==> config.mk <==
export PLATFORM = sky130hd
export DESIGN_NAME = sdram_seq
export DESIGN_NICKNAME = d
export VERILOG_FILES = /design/src/rtl/sdram_seq_pkg.sv /design/src/rtl/sdram_gap_timer.sv /design/src/rtl/sdram_refresh_tick.sv /design/src/rtl/sdram_read_capture.sv /design/src/rtl/sdram_seq.sv
export SDC_FILE = /design/constraint.sdc
export NUM_CORES = 1
export LEC_CHECK = 0
export BUFFER_PORTS_ARGS = -buffer_cell sky130_fd_sc_hd__buf_2
export CAP_MARGIN = 20
export CORE_MARGIN = 3
export CORE_UTILIZATION = 55
export DETAILED_ROUTE_END_ITERATION = 10
export PLACE_DENSITY_LB_ADDON = 0.2
export SYNTH_ARGS = -nofsm -noshare
export SYNTH_HDL_FRONTEND = slang
export SYNTH_HIERARCHICAL = 1
export SYNTH_SLANG_ARGS = --single-unit
==> constraint.sdc <==
create_clock -name clk -period 7.7 [get_ports clk]
set_input_delay 1.54 -clock clk [delete_from_list [all_inputs] [get_ports clk]]
set_output_delay 1.54 -clock clk [all_outputs]
set_load 0.02 [all_outputs]
==> src/rtl/sdram_seq_pkg.sv <==
package sdram_seq_pkg;

  // {cs_n, ras_n, cas_n, we_n}
  typedef enum logic [3:0] {
    CMD_MRS = 4'b0000,
    CMD_REF = 4'b0001,
    CMD_PRE = 4'b0010,
    CMD_ACT = 4'b0011,
    CMD_WR  = 4'b0100,
    CMD_RD  = 4'b0101,
    CMD_NOP = 4'b0111
  } sd_cmd_e;

  typedef enum logic [2:0] {
    ST_POWER,
    ST_INITREF,
    ST_MODE,
    ST_IDLE,
    ST_ACCESS
  } seq_state_e;

  function automatic int max_of(input int a, input int b);
    return (a > b) ? a : b;
  endfunction

endpackage

==> src/rtl/sdram_gap_timer.sv <==
module sdram_gap_timer #(
  parameter int W         = 8,
  parameter int RESET_VAL = 0
) (
  input  logic         clk,
  input  logic         rst_n,
  input  logic         load,
  input  logic [W-1:0] load_val,
  output logic         done
);

  logic [W-1:0] cnt_q, cnt_d;

  always_comb begin
    cnt_d = cnt_q;
    if (load)              cnt_d = load_val;
    else if (cnt_q != '0)  cnt_d = cnt_q - 1'b1;
  end

  always_ff @(posedge clk or negedge rst_n) begin
    if (!rst_n) cnt_q <= W'(RESET_VAL);
    else        cnt_q <= cnt_d;
  end

  assign done = (cnt_q == '0);

  AST_GAP_HOLD_ZERO: assert property (@(posedge clk) disable iff (!rst_n) (done && !load) |=> done);

endmodule

==> src/rtl/sdram_refresh_tick.sv <==
module sdram_refresh_tick #(
  parameter int INTERVAL = 780
) (
  input  logic clk,
  input  logic rst_n,
  input  logic enable,
  input  logic clear,
  output logic pending
);

  localparam int CW = $clog2(INTERVAL);

  logic [CW-1:0] cnt_q, cnt_d;
  logic          pend_q, pend_d;
  logic          wrap;

  assign wrap = enable && (cnt_q == '0);

  always_comb begin
    cnt_d  = cnt_q;
    pend_d = pend_q;
    if (enable) cnt_d = wrap ? CW'(INTERVAL - 1) : cnt_q - 1'b1;
    if (clear)  pend_d = 1'b0;
    if (wrap)   pend_d = 1'b1;
  end

  always_ff @(posedge clk or negedge rst_n) begin
    if (!rst_n) begin
      cnt_q  <= CW'(INTERVAL - 1);
      pend_q <= 1'b0;
    end else begin
      cnt_q  <= cnt_d;
      pend_q <= pend_d;
    end
  end

  assign pending = pend_q;

  AST_REF_PEND_HOLD: assert property (@(posedge clk) disable iff (!rst_n) (pending && !clear) |=> pending);

endmodule

==> src/rtl/sdram_read_capture.sv <==
module sdram_read_capture #(
  parameter int CL = 2,
  parameter int DW = 16
) (
  input  logic          clk,
  input  logic          rst_n,
  input  logic          issued,
  input  logic [DW-1:0] dq_in,
  output logic          rd_valid,
  output logic [DW-1:0] rd_data
);

  logic [CL-1:0] pipe_q, pipe_d;
  logic          take;
  logic [DW-1:0] data_q;
  logic          valid_q;

  generate
    if (CL > 1) begin : g_shift
      assign pipe_d = {pipe_q[CL-2:0], issued};
    end else begin : g_single
      assign pipe_d = issued;
    end
  endgenerate

  assign take = pipe_q[CL-1];

  always_ff @(posedge clk or negedge rst_n) begin
    if (!rst_n) begin
      pipe_q  <= '0;
      valid_q <= 1'b0;
      data_q  <= '0;
    end else begin
      pipe_q  <= pipe_d;
      valid_q <= take;
      if (take) data_q <= dq_in;
    end
  end

  assign rd_valid = valid_q;
  assign rd_data  = data_q;

  AST_ONE_READ_IN_FLIGHT: assert property (@(posedge clk) disable iff (!rst_n) $onehot0(pipe_q));

endmodule

==> src/rtl/sdram_seq.sv <==
module sdram_seq
  import sdram_seq_pkg::*;
#(
  parameter int DW        = 16,
  parameter int BA_W      = 2,
  parameter int ROW_W     = 12,
  parameter int COL_W     = 8,
  parameter int CAS_LAT   = 2,
  parameter int PWR_CYC   = 10000,
  parameter int INIT_REFS = 8,
  parameter int TRP       = 3,
  parameter int TRC       = 9,
  parameter int TMRD      = 2,
  parameter int TRCD      = 3,
  parameter int TWR       = 2,
  parameter int REF_INT   = 780
) (
  input  logic             clk,
  input  logic             rst_n,
  input  logic             req_valid,
  input  logic             req_write,
  input  logic [BA_W-1:0]  req_bank,
  input  logic [ROW_W-1:0] req_row,
  input  logic [COL_W-1:0] req_col,
  input  logic [DW-1:0]    req_wdata,
  output logic             req_ready,
  output logic             rd_valid,
  output logic [DW-1:0]    rd_data,
  output logic             init_done,
  output logic             sd_cke,
  output logic             sd_cs_n,
  output logic             sd_ras_n,
  output logic             sd_cas_n,
  output logic             sd_we_n,
  output logic [BA_W-1:0]  sd_ba,
  output logic [ROW_W-1:0] sd_addr,
  output logic             sd_dqm,
  output logic [DW-1:0]    sd_dq_out,
  output logic             sd_dq_oe,
  input  logic [DW-1:0]    sd_dq_in
);

  localparam int GAP_MAX = max_of(PWR_CYC, max_of(TRC, max_of(TWR + TRP,
                           max_of(CAS_LAT + TRP, max_of(TRCD, TMRD)))));
  localparam int TW      = $clog2(GAP_MAX + 1);
  localparam int RW      = $clog2(INIT_REFS + 1);
  localparam int AP_BIT  = 10;

  typedef struct packed {
    logic             wr;
    logic [BA_W-1:0]  ba;
    logic [COL_W-1:0] col;
    logic [DW-1:0]    data;
  } held_req_t;

  seq_state_e       state_q, state_d;
  sd_cmd_e          cmd_q, cmd_d;
  logic [BA_W-1:0]  ba_q, ba_d;
  logic [ROW_W-1:0] addr_q, addr_d;
  logic [DW-1:0]    dout_q, dout_d;
  logic             oe_q, oe_d;
  logic             init_q, init_d;
  logic [RW-1:0]    refs_q, refs_d;
  held_req_t        held_q;
  logic             accept;
  logic             t_load;
  logic [TW-1:0]    t_val;
  logic             gap_done;
  logic             ref_pend;
  logic             ref_clr;

  sdram_gap_timer #(.W(TW), .RESET_VAL(PWR_CYC - 1)) u_gap (
    .clk(clk), .rst_n(rst_n), .load(t_load), .load_val(t_val), .done(gap_done)
  );

  sdram_refresh_tick #(.INTERVAL(REF_INT)) u_ref (
    .clk(clk), .rst_n(rst_n), .enable(init_q), .clear(ref_clr), .pending(ref_pend)
  );

  sdram_read_capture #(.CL(CAS_LAT), .DW(DW)) u_cap (
    .clk(clk), .rst_n(rst_n), .issued(cmd_q == CMD_RD), .dq_in(sd_dq_in),
    .rd_valid(rd_valid), .rd_data(rd_data)
  );

  assign req_ready = (state_q == ST_IDLE) && gap_done && !ref_pend;

  always_comb begin
    state_d = state_q;
    cmd_d   = CMD_NOP;
    ba_d    = '0;
    addr_d  = '0;
    dout_d  = dout_q;
    oe_d    = 1'b0;
    init_d  = init_q;
    refs_d  = refs_q;
    t_load  = 1'b0;
    t_val   = '0;
    ref_clr = 1'b0;
    accept  = 1'b0;
    unique case (state_q)
      ST_POWER: if (gap_done) begin
        cmd_d          = CMD_PRE;
        addr_d[AP_BIT] = 1'b1;
        t_load         = 1'b1;
        t_val          = TW'(TRP - 1);
        refs_d         = RW'(INIT_REFS);
        state_d        = ST_INITREF;
      end
      ST_INITREF: if (gap_done) begin
        cmd_d  = CMD_REF;
        t_load = 1'b1;
        t_val  = TW'(TRC - 1);
        refs_d = refs_q - 1'b1;
        if (refs_q == RW'(1)) state_d = ST_MODE;
      end
      ST_MODE: if (gap_done) begin
        cmd_d   = CMD_MRS;
        addr_d  = ROW_W'(CAS_LAT) << 4;
        t_load  = 1'b1;
        t_val   = TW'(TMRD - 1);
        init_d  = 1'b1;
        state_d = ST_IDLE;
      end
      ST_IDLE: if (gap_done) begin
        if (ref_pend) begin
          cmd_d   = CMD_REF;
          t_load  = 1'b1;
          t_val   = TW'(TRC - 1);
          ref_clr = 1'b1;
        end else if (req_valid) begin
          accept  = 1'b1;
          cmd_d   = CMD_ACT;
          ba_d    = req_bank;
          addr_d  = req_row;
          t_load  = 1'b1;
          t_val   = TW'(TRCD - 1);
          state_d = ST_ACCESS;
        end
      end
      ST_ACCESS: if (gap_done) begin
        ba_d                = held_q.ba;
        addr_d[COL_W-1:0]   = held_q.col;
        addr_d[AP_BIT]      = 1'b1;
        t_load              = 1'b1;
        state_d             = ST_IDLE;
        if (held_q.wr) begin
          cmd_d  = CMD_WR;
          oe_d   = 1'b1;
          dout_d = held_q.data;
          t_val  = TW'(TWR + TRP - 1);
        end else begin
          cmd_d  = CMD_RD;
          t_val  = TW'(CAS_LAT + TRP - 1);
        end
      end
      default: state_d = ST_POWER;
    endcase
  end

  always_ff @(posedge clk or negedge rst_n) begin
    if (!rst_n) begin
      state_q <= ST_POWER;
      cmd_q   <= CMD_NOP;
      ba_q    <= '0;
      addr_q  <= '0;
      dout_q  <= '0;
      oe_q    <= 1'b0;
      init_q  <= 1'b0;
      refs_q  <= '0;
      held_q  <= '0;
    end else begin
      state_q <= state_d;
      cmd_q   <= cmd_d;
      ba_q    <= ba_d;
      addr_q  <= addr_d;
      dout_q  <= dout_d;
      oe_q    <= oe_d;
      init_q  <= init_d;
      refs_q  <= refs_d;
      if (accept) held_q <= '{wr: req_write, ba: req_bank, col: req_col, data: req_wdata};
    end
  end

  assign {sd_cs_n, sd_ras_n, sd_cas_n, sd_we_n} = cmd_q;
  assign sd_cke    = 1'b1;
  assign sd_dqm    = !init_q;
  assign sd_ba     = ba_q;
  assign sd_addr   = addr_q;
  assign sd_dq_out = dout_q;
  assign sd_dq_oe  = oe_q;
  assign init_done = init_q;

  AST_ACT_AFTER_INIT: assert property (@(posedge clk) disable iff (!rst_n) (cmd_q == CMD_ACT) |-> init_q);
  AST_OE_WITH_WRITE:  assert property (@(posedge clk) disable iff (!rst_n) oe_q |-> (cmd_q == CMD_WR));
  AST_RW_AUTO_PRE:    assert property (@(posedge clk) disable iff (!rst_n) ((cmd_q == CMD_RD) || (cmd_q == CMD_WR)) |-> addr_q[AP_BIT]);
  AST_PRE_ALL_BANKS:  assert property (@(posedge clk) disable iff (!rst_n) (cmd_q == CMD_PRE) |-> (addr_q[AP_BIT] && !init_q));

  generate
    if (TRCD > 1) begin : g_rcd_chk
      AST_RCD_SPACING: assert property (@(posedge clk) disable iff (!rst_n) (cmd_q == CMD_ACT) |=> (cmd_q == CMD_NOP));
    end
  endgenerate

endmodule

# --- Yosys cells after proc, flatten, opt, wreduce, memory -nomap -nowiden ---
# Index checks and enable logic that the tools add are counted.
word_totals:
  n_memories: 0
  latchBits: 0
  word_cells: 114
  romBits: 0
  register_bits: 114
  mem_bits_rw: 0
classes:
  addsub: 3
  magnitude_cmp: 0
  mux: 61
  shifts: 0
  div: 0
  n_reduce_logical: 19
  eq_ne: 13
  bitwise_logic: 0
  mul: 0
op_table:
  columns: ["operator", "count"]
  rows:
  - ["14-bit case mux with 5 select lines", 1]
  - ["14-bit 2-to-1 mux", 4]
  - ["3-bit 2-to-1 mux", 14]
  - ["12-bit 2-to-1 mux", 3]
  - ["8-bit case mux with 3 select lines", 1]
  - ["1-bit 2-to-1 mux", 17]
  - ["3-bit case mux with 5 select lines", 1]
  - ["14-bit zero test", 1]
  - ["2-bit 2-to-1 mux", 7]
  - ["14-bit nonzero test", 1]
  - ["14-bit by 1-bit subtractor with 14-bit output (second input constant)", 1]
  - ["4-bit 2-to-1 mux", 3]
  - ["2-bit inequality test (second input constant)", 6]
  - ["3-bit case mux with 4 select lines", 1]
  - ["10-bit zero test", 1]
  - ["10-bit 2-to-1 mux", 1]
  - ["10-bit by 1-bit subtractor with 10-bit output (second input constant)", 1]
  - ["8-bit 2-to-1 mux", 1]
  - ["2-bit case mux with 2 select lines", 2]
  - ["4-bit case mux with 2 select lines", 1]
  - ["7-bit AND reduction", 1]
  - ["3-bit by 2-bit == test with 1-bit output (second input constant)", 2]
  - ["6-bit 2-to-1 mux", 1]
  - ["3-bit AND reduction", 2]
  - ["15 further kinds", 22]

# --- Logic depth before layout (Yosys ltp) ---
# Gate-level depths: netlist (run 1).
depth:
  depth_word: 5
  ltp_mapped: 12
  depth_no_buf: 9

# --- Cells and area by module ---
# Netlist (run 1), hierarchy kept.
modules_own_cells:
  columns: ["mod", "area_per_inst_um2", "cells_per_inst", "n_inst"]
  rows:
  - ["sdram_seq", 2815.2, 202, 1]
  - ["sdram_gap_timer", 835.8, 77, 1]
  - ["sdram_read_capture", 724.4, 37, 1]
  - ["sdram_refresh_tick", 614.3, 58, 1]

# --- Least setup slack after synthesis (run 1) ---
# OpenSTA, ideal clock, no wires.
synth_path:
  path_type: "register to output"
  start: "register u_gap.cnt_q[0]"
  end: "output req_ready"
  stages_incl_launch_ff: 9
  setup_slack_ns: 4.194
  t_required_ns: 6.160
  arrival_time_ns: 1.966
  cell_sequence: "dfstp_2 > inv_1 > ha_1 > nor3b_4 > and4_1 > buf_4 > buf_4 > nand2b_4 > nor3_1"
synth_between:
  elab_chain_len: 3
synth_lines:
  columns: ["element", "line_no", "rtl"]
  rows:
  - ["from (decl)", "sdram_gap_timer.sv:12", "logic [W-1:0] cnt_q, cnt_d;"]
  - ["from (signal assigned)", "sdram_gap_timer.sv:21", "if (!rst_n) cnt_q <= W'(RESET_VAL);"]
  - ["from (signal assigned)", "sdram_gap_timer.sv:22", "else cnt_q <= cnt_d;"]
  - ["14-bit zero test", "sdram_gap_timer.sv:25", "assign done = (cnt_q == '0);"]
  - ["net gap_done", "sdram_seq.sv:68", "logic gap_done;"]
  - ["1-bit logical AND (2 in series)", "sdram_seq.sv:85", "assign req_ready = (state_q == ST_IDLE) && gap_done && !ref_pend;"]
  - ["to (decl)", "sdram_seq.sv:26", "output logic req_ready,"]
# The timed path passes the listed nets, and every way through them passes these cells.

# --- Worst setup path after layout (run 1) ---
# Same ends and word-level chain as after synthesis.

==> impl_metrics.tcl, run 1 <==
set metrics [dict create \
    status "complete, no violations" \
    start_util_pct 56.9 \
    yosys_warnings 6 \
    grt_max_degree 70 \
    final_nets 559 \
    synth_compound_area_share_pct 9.30 \
    yosys.area_share.xor_xnor_pct 1.93 \
    gp_congestion 0.778 \
    core_area_mm2 0.00876 \
    die_width_um 101 \
    drv_slew 0 \
    fin_util_pct 71.3 \
    grt_pass1_vias 3454 \
    dp_hpwl_um 6670 \
    drive_gt1_share_pct 47.2 \
    cp.arrival_ns 2.72 \
    path_max_fanout 18 \
    hold_ws_ns 0.355 \
    critPathKind "flop to primary output" \
    stdcell_area_mm2 0.00625 \
    fmax_mhz 235 \
    synth_cells 374 \
    switchingPower_uw 297 \
    p_leak_uw 0.00311 \
    antenna_left 0 \
    die_y_um 101 \
    hp-class "flop to flop" \
    clk_pin_slew_worst_paths_ns 0.06 \
    ios 114 \
    cts_tree "yes" \
    portBuffers 111 \
    start_kind "flop" \
    drc_errors 0 \
    vias 3376 \
    swShare_pct 19.8 \
    synthDistinctLibCells 70 \
    min_period_ns 4.26 \
    yosysSeqAreaShare_pct 57.1 \
    ir_worst_vdd_mv 0.153 \
    cts-root-buf "clkbuf_8" \
    antenna_found_initial 0 \
    synth_top_area_share_pct 48.6 \
    n_antenna_cell 0 \
    pwr-share-seq_pct 40.5 \
    ys_ff_latch 113 \
    synth_top_area_cell "dfrtp_1" \
    dr.pass1.iters 4 \
    fp-row-count 34 \
    cts_hold_buf 0 \
    p_int_uw 1210 \
    track_usage_pct 20.8 \
    post_drt_wl_per_cell_um 16.2 \
    synth_edf_count 0 \
    ys.flop_type "dfrtp_1" \
    numCtsBuffers 17 \
    rsz0062_at_grt "false" \
    dieArea_mm2 0.0103 \
    cts_resized 0 \
    synth.area.top_cells "dfrtp_1, mux2_2, dfstp_2" \
    cap_violations 0 \
    setup_slack_ns 3.44 \
    drt-total-wl_um 10000 \
    synth_fa_ha_area_share_pct 1.25 \
    worstMarginPinSlew_ns 0.846 \
    syn_area_per_cell_um2 13.3 \
    avgViaCountPerCell 5.47 \
    synth-simple-area-share_pct 12.3 \
    hold_viol_final 0 \
    drtIter0Drc 156 \
    pwr-share-clk_pct 57.0 \
    final.setup.tns_ns 0 \
    critical_path_required_ns 6.16 \
    finalSetupViolCount 0 \
    slew_headroom_pct 43.6 \
    overflow 0 \
    placed_area_mm2 0.00559 \
    grt_first_pass_wirelength_um 16500 \
    clk-insertion-delay-late_ns 0.51 \
    synthMuxAreaShare_pct 14.1 \
    cts_num_sinks 113 \
    p_comb_share_pct 2.5 \
    post_cts_buffers 0 \
    synth_top_family_by_area "multiplexers" \
    async_reset_ff_share_pct 100 \
    pre_cts_ws_ns 3.97 \
    powerDensity_mw_per_mm2 240 \
    cts_buffer_depth 2 \
    syn-cell-area_mm2 0.00499 \
    htreeDepth 4 \
    clock_skew_ns 0.00872 \
    cp-end-kind "primary output" \
    min_period_over_period_pct 55.4 \
    syn_to_final_growth_pct 25.2 \
]
## critical path, cell delays in order, from the launching register on
cell and delay [ns]:
dfstp_2 0.37, inv_1 0.09, ha_1 0.21, nor3b_4 0.31, and4_1 0.71, nand2b_4 0.14, nor3_1 0.19, buf_2 0.20
## kinds of logic after synthesis
kind of cell             after synthesis
adder cells (fa/ha/maj)                5
buffers and inverters                 33
flip-flops                           113
multiplexers                          59
AO/OA/AOI/OAI                         62
other                                  2
XOR/XNOR                              11
AND/OR/NAND/NOR                       89
## synth_stat cells (9+ instances only)
cell and number:
nand2_1 18, a21oi_1 9, mux2_4 10, nor2_1 11, a22o_1 16, o21ai_0 10, inv_1 13, xnor2_1 11
dfstp_2 16, mux2_2 48, dfrtp_1 97
## registers in the layout, indices dropped and copies added, names as in the netlist
register,cells
held_q,27
u_cap/rd_valid,1
u_ref/cnt_q,10
sd_dq_oe,1
u_cap/rd_data,16
cmd_q,3
sd_ba,2
u_ref/pending,1
refs_q,4
state_q,3
init_done,1
sd_dq_out,16
u_gap/cnt_q,14
u_cap/pipe_q,2
sd_addr,12
## layout by cell type, fill, tap and decap left out, types with 3 or more instances in the layout
cell,n
a21oi_1,9
a22o_1,16
and2_1,5
buf_2,110
buf_4,3
bufinv_16,5
clkbuf_16,16
clkbuf_8,4
clkinvlp_4,4
conb_1,12
dfrtp_1,97
dfstp_2,16
ha_1,5
inv_1,13
mux2_2,48
mux2_4,10
nand2_1,18
nand3b_1,4
nor2_1,11
nor2b_1,4
nor3_1,6
nor3b_1,4
o21ai_0,10
o31ai_1,6
or2_2,3
or3_1,3
xnor2_1,11
## layer usage
metal  global-route usage (%)  up-vias  wire [um]
met5                        0        -          0
met4                     7.67        0         84
met3                     7.37        6        702
met2                     33.4      110       4950
met1                     26.1     1670       4280
li1                         -     1590          -
## final timing paths
path | start | slack, ns | to | depth (start not counted)
max in group asynchronous | rst_n | 5.44 | sd_dq_oe | 2
hold / removal | u_cap/pipe_q[0] | 0.35 | u_cap/pipe_q[1] | 0
setup / recovery | u_gap/cnt_q[0] | 3.44 | req_ready | 7
setup reg to reg | u_gap/cnt_q[0] | 4.35 | sd_dq_out[13] | 7
min in group asynchronous | rst_n | 1.02 | u_cap/rd_data[6] | 1
hold reg to reg | u_cap/pipe_q[0] | 0.35 | u_cap/pipe_q[1] | 0
## metrics by stage
stage	total power, uW	cells
finish	1500	617
global route	1550	617
CTS	1520	617
detailed placement	657	585
global placement	655	585
floorplan	629	384
## final cells by class
cell class              instances  area [um2]
clock buffers                  20         455
multi-input cells             238        1990
flip-flops and latches        113        2850
well taps                     108         135
repair buffers                113         573
clock inverters                12         203
inverters                      13        48.8
fillers                       595        2510
## power by group through the flow
stage	Clock, uW	Combinational [uW]	Sequential [uW]
2_1_floorplan	0	13.5	615
3_3_place_gp	0	37.6	618
3_5_place_dp	0	38.9	618
4_1_cts	871	39.2	608
5_1_grt	899	43.5	609
6_report	855	38.1	608
No activity file was read; power rests on OpenSTA's default activity.
==> inputs of run 2 (changes only) <==
CORE_UTILIZATION = 54   (was 55)
clock period = 4.2 ns   (was 7.7 ns; I/O delays follow)
==> run 2 against run 1 <==
  * Critical path depth increased by 1
  * Clock-buffer cell count is 2 higher
  * Register-to-register slack got worse by 2.9 ns
  * Non-clock buffer count is 3 higher
  * Power grew 65%
  * Die area is 1.7% higher
  * Via count is 0.83% higher
  * Global-route usage is 0.71 points higher
  * Critical endpoint unchanged
==> impl_metrics.tcl, run 2 (synthesis results as in run 1) <==
set metrics [dict create \
    grt_pass1_vias 3579 \
    hp-class "flop to flop" \
    setup_slack_ns 0.932 \
    worstMarginPinSlew_ns 0.881 \
    cts_tree "yes" \
    post_drt_wl_per_cell_um 16.9 \
    htreeDepth 4 \
    dp_hpwl_um 7020 \
    critical_path_required_ns 3.36 \
    drv_slew 0 \
    fp-row-count 34 \
    hold_viol_final 0 \
    avgViaCountPerCell 5.49 \
    clock_skew_ns 0.00632 \
    gp_congestion 0.835 \
    ios 114 \
    final_nets 562 \
    wl_met3_um 594 \
    grt_max_degree 71 \
    critPathKind "flop to primary output" \
    syn_to_final_growth_pct 23.3 \
    cts_num_sinks 113 \
    track_usage_pct 21.5 \
    drc_errors 0 \
    p_total_uw 2480 \
    cts_buffer_depth 2 \
    dieArea_mm2 0.0104 \
    rsz0062_at_grt "false" \
    cap_violations 0 \
    drive_gt1_share_pct 46.9 \
    pre_cts_ws_ns 1.42 \
    fillers 652 \
    n_antenna_cell 0 \
    final.setup.tns_ns 0 \
    antenna_left 0 \
    start_kind "flop" \
    dr_wl_met2_um 5260 \
    cp.arrival_ns 2.43 \
    dr.pass1.iters 4 \
    clk-insertion-delay-late_ns 0.51 \
    post_cts_buffers 0 \
    start_util_pct 56.4 \
    layout_common_cells "buf_2, dfrtp_1, mux2_2" \
    min_period_ns 3.27 \
    die_width_um 102 \
    largest-register "held_q" \
    slew_headroom_pct 41.3 \
    status "complete, no violations" \
    core_area_mm2 0.00885 \
    wl_met1_um 4470 \
    fin_util_pct 69.6 \
    cts-root-buf "clkbuf_8" \
    p_leak_uw 0.00308 \
    drt-total-wl_um 10500 \
    overflow 0 \
    clk_pin_slew_worst_paths_ns 0.06 \
    largest_reg_flops 27 \
    drtIter0Drc 145 \
    powerDensity_mw_per_mm2 403 \
    routed.top_layer "met4" \
    final_common_cell "buf_2" \
    ir_worst_vdd_mv 0.293 \
    cp-end-kind "primary output" \
    die_y_um 102 \
    cts_hold_buf 0 \
    fmax_mhz 306 \
    finalSetupViolCount 0 \
    portBuffers 111 \
    path_max_fanout 18 \
    grt_first_pass_wirelength_um 17100 \
    vias 3404 \
    cts_resized 0 \
    antenna_found_initial 0 \
    numCtsBuffers 17 \
    min_period_over_period_pct 77.8 \
]
run 2: cell types whose count changed in the layout (fill, tap and decap cells not counted), sizes merged:
cell,delta
clkinv,+4
buf,+3
bufinv,-4
inv,-2
clkbuf,+2
run 2: area by class of cell:
type	instances	area, um2	area share, %
clock buffers	22	453	7.36
clock inverters	10	88.8	1.44
inverters	13	48.8	0.793
multi-input cells	238	1990	32.3
flip-flops and latches	113	2850	46.3
well taps	108	135	2.20
repair buffers	116	596	9.68
run 2: per-stage QoR:
stage / area [um2] / hold slack (ns) / std cells
after floorplan: 5030 / 0.331 / 384
after global placement: 5610 / 0.332 / 588
after detailed placement: 5610 / 0.338 / 588
after CTS: 6150 / 0.345 / 620
after global routing: 6150 / 0.348 / 620
final: 6150 / 0.344 / 620
run 2: worst max-delay path: stages (launching register included):
cell,delay (ns)
dfstp_2,0.37
inv_1,0.08
ha_1,0.19
nor3b_4,0.31
and4_1,0.23
buf_4,0.23
nand2b_4,0.10
nor3_1,0.20
buf_2,0.20
run 2: layer usage:
| layer | vias to the layer above | track usage, % |
|---|---|---|
| met5 | - | 0 |
| met4 | 0 | 7.87 |
| met3 | 15 | 6.35 |
| met2 | 90 | 36.6 |
| met1 | 1710 | 25.9 |
| li1 | 1589 | - |
run 2: worst paths after layout:
path	start	to	slack, ns	cells after the start
min in group asynchronous	rst_n	u_cap/rd_data[15]	0.42	1
setup / recovery	u_gap/cnt_q[0]	req_ready	0.93	8
hold / removal	u_cap/pipe_q[0]	u_cap/pipe_q[1]	0.34	0
max in group asynchronous	rst_n	sd_dq_out[13]	2.90	2
setup reg to reg	u_gap/cnt_q[0]	held_q[22]	1.41	9
hold reg to reg	u_cap/pipe_q[0]	u_cap/pipe_q[1]	0.34	0
run 2: power by group:
part	switching (uW)	total, uW	internal [uW]
logic	38.0	70.8	32.9
registers	11.2	1120	1100
clock network	486	1300	810
total	535	2480	1950
==> inputs of run 3 (changes only) <==
CORE_UTILIZATION = 49   (was 54)
clock period = 3 ns   (was 4.2 ns; I/O delays follow)
==> run 3 against run 2 <==
  * First-iteration DRC count rose by 17%
  * Wire length fell by 5.5%
  * Worst setup slack got worse by 0.72 ns
  * Clock-buffer cell count fell by 4
  * Critical path depth fell by 1
  * Utilization fell by 5.0 points
  * Sequential power rose by 39%
  * Via count fell by 0.68%
  * Register-to-register slack got worse by 0.90 ns
==> impl_metrics.tcl, run 3 (synthesis results as in run 1) <==
set metrics [dict create \
    largest_reg_flops 27 \
    antenna_left 0 \
    fillers 784 \
    critical_path_required_ns 2.40 \
    min_period_ns 2.79 \
    finalSetupViolCount 0 \
    die_y_um 107 \
    rsz0062_at_grt "false" \
    drive_gt1_share_pct 47.7 \
    worstRegToRegCells 8 \
    drtIter0Drc 169 \
    min_period_over_period_pct 93.1 \
    portBuffers 111 \
    cts_num_sinks 113 \
    cp-end-kind "primary output" \
    fp-row-count 36 \
    final_common_cell "buf_2" \
    p_leak_uw 0.00316 \
    cts_tree "yes" \
    syn_to_final_growth_pct 27.1 \
    ios 114 \
    r2r_end "refs_q[3]" \
    final.setup.tns_ns 0 \
    avgViaCountPerCell 5.23 \
    reg2reg_from "u_gap/cnt_q[0]" \
    numCtsBuffers 17 \
    hold_ws_ns 0.154 \
    clk-insertion-delay-late_ns 0.51 \
    cts_hold_buf 0 \
    vias 3381 \
    cp.arrival_ns 2.19 \
    cts_buffer_depth 2 \
    post_drt_wl_per_cell_um 15.3 \
    grt_max_degree 114 \
    drt-total-wl_um 9890 \
    track_usage_pct 18.6 \
    drv_slew 0 \
    start_util_pct 50.8 \
    gp_congestion 0.785 \
    r2r_setup_slack_ns 0.51 \
    die_width_um 107 \
    ir_worst_vdd_mv 0.464 \
    dr.pass1.iters 4 \
    final_nets 564 \
    hp-class "input pin to async pin" \
    powerDensity_mw_per_mm2 610 \
    slew_headroom_pct 45.7 \
    htreeDepth 4 \
    drc_errors 0 \
    start_kind "flop" \
    antenna_found_initial 0 \
    dieArea_mm2 0.0114 \
    cap_violations 0 \
    n_antenna_cell 0 \
    layout_common_cells "buf_2, dfrtp_1, mux2_2" \
    hold_viol_final 0 \
    status "complete, no violations" \
    clock_skew_ns 0.00962 \
    core_area_mm2 0.00982 \
    overflow 0 \
    grt_first_pass_wirelength_um 16600 \
    path_max_fanout 6 \
    grt_pass1_vias 3452 \
    cts-root-buf "clkbuf_8" \
    clk_pin_slew_worst_paths_ns 0.06 \
    dp_hpwl_um 6660 \
    worstMarginPinSlew_ns 0.815 \
    critPathKind "flop to primary output" \
    fmax_mhz 358 \
    largest-register "held_q" \
]
-- run 3: cell types whose count changed in the layout (fill, tap and decap cells not counted), sizes merged --
cell and change:
buf +2, bufinv +5, clkbuf -4, clkinvlp -2, inv +1
-- run 3: what timing repair did --
| item | CTS | global route |
|---|---|---|
| buffers inserted | 0 | 1 |
| setup endpoints to repair | 1 | 1 |
| resized for setup | 1 | 1 |
| pin swaps | 0 | 0 |
-- run 3: metrics by stage --
step           instance area, um2  setup WS (ns)  std cells  total power [uW]  utilization [%]
2_1_floorplan                5030          0.434        384              1610                -
3_3_place_gp                 5680          0.473        614              1680             57.8
3_5_place_dp                 5680          0.327        614              1690             57.8
4_1_cts                      6330         0.0151        646              3910             64.5
5_1_grt                      6340         0.0555        647              4000             64.6
6_report                     6340          0.207        647              3870             64.6
-- run 3: critical path, cell delays in order (launching register included) --
cell	delay (ns)
dfstp_2	0.38
inv_1	0.09
ha_1	0.19
nor3b_4	0.23
and4_4	0.30
nand2b_4	0.09
nor3_1	0.18
buf_2	0.21
-- run 3: worst max path at each step --
| stage | start | end | depth (start not counted) |
|---|---|---|---|
| CTS | u_gap/cnt_q[0] | req_ready | 7 |
| floorplan | u_gap/cnt_q[0] | req_ready | 8 |
| global placement | u_gap/cnt_q[0] | sd_dq_out[13] | 8 |
| detailed placement | u_gap/cnt_q[0] | sd_dq_out[1] | 8 |
| global route | u_gap/cnt_q[0] | req_ready | 7 |
| finish | u_gap/cnt_q[0] | req_ready | 7 |
-- run 3: report_power, final --
group          internal [uW]  switching (uW)  total [uW]
Clock                   1510             691        2210
Combinational           47.0            52.4        99.4
Sequential              1550            14.7        1560
Total                   3110             758        3870
-- run 3: layout make-up --
type | instances | area [um2] | area share, %
Timing Repair Buffer | 118 | 636 | 10.0
Clock inverter | 14 | 236 | 3.73
Tap cell | 133 | 166 | 2.62
Multi-Input combinational cell | 238 | 1990 | 31.4
Inverter | 13 | 48.8 | 0.770
Clock buffer | 18 | 418 | 6.59
Sequential cell | 113 | 2850 | 44.9
-- run 3: routing by layer --
| metal | global-route usage (%) | vias to the layer above | routed length (um) |
|---|---|---|---|
| met3 | 5.96 | 8 | 519 |
| met2 | 29.2 | 91 | 4850 |
| li1 | - | 1593 | - |
| met4 | 7.85 | 0 | 115 |
| met1 | 23.9 | 1689 | 4400 |
| met5 | 0 | - | 0 |
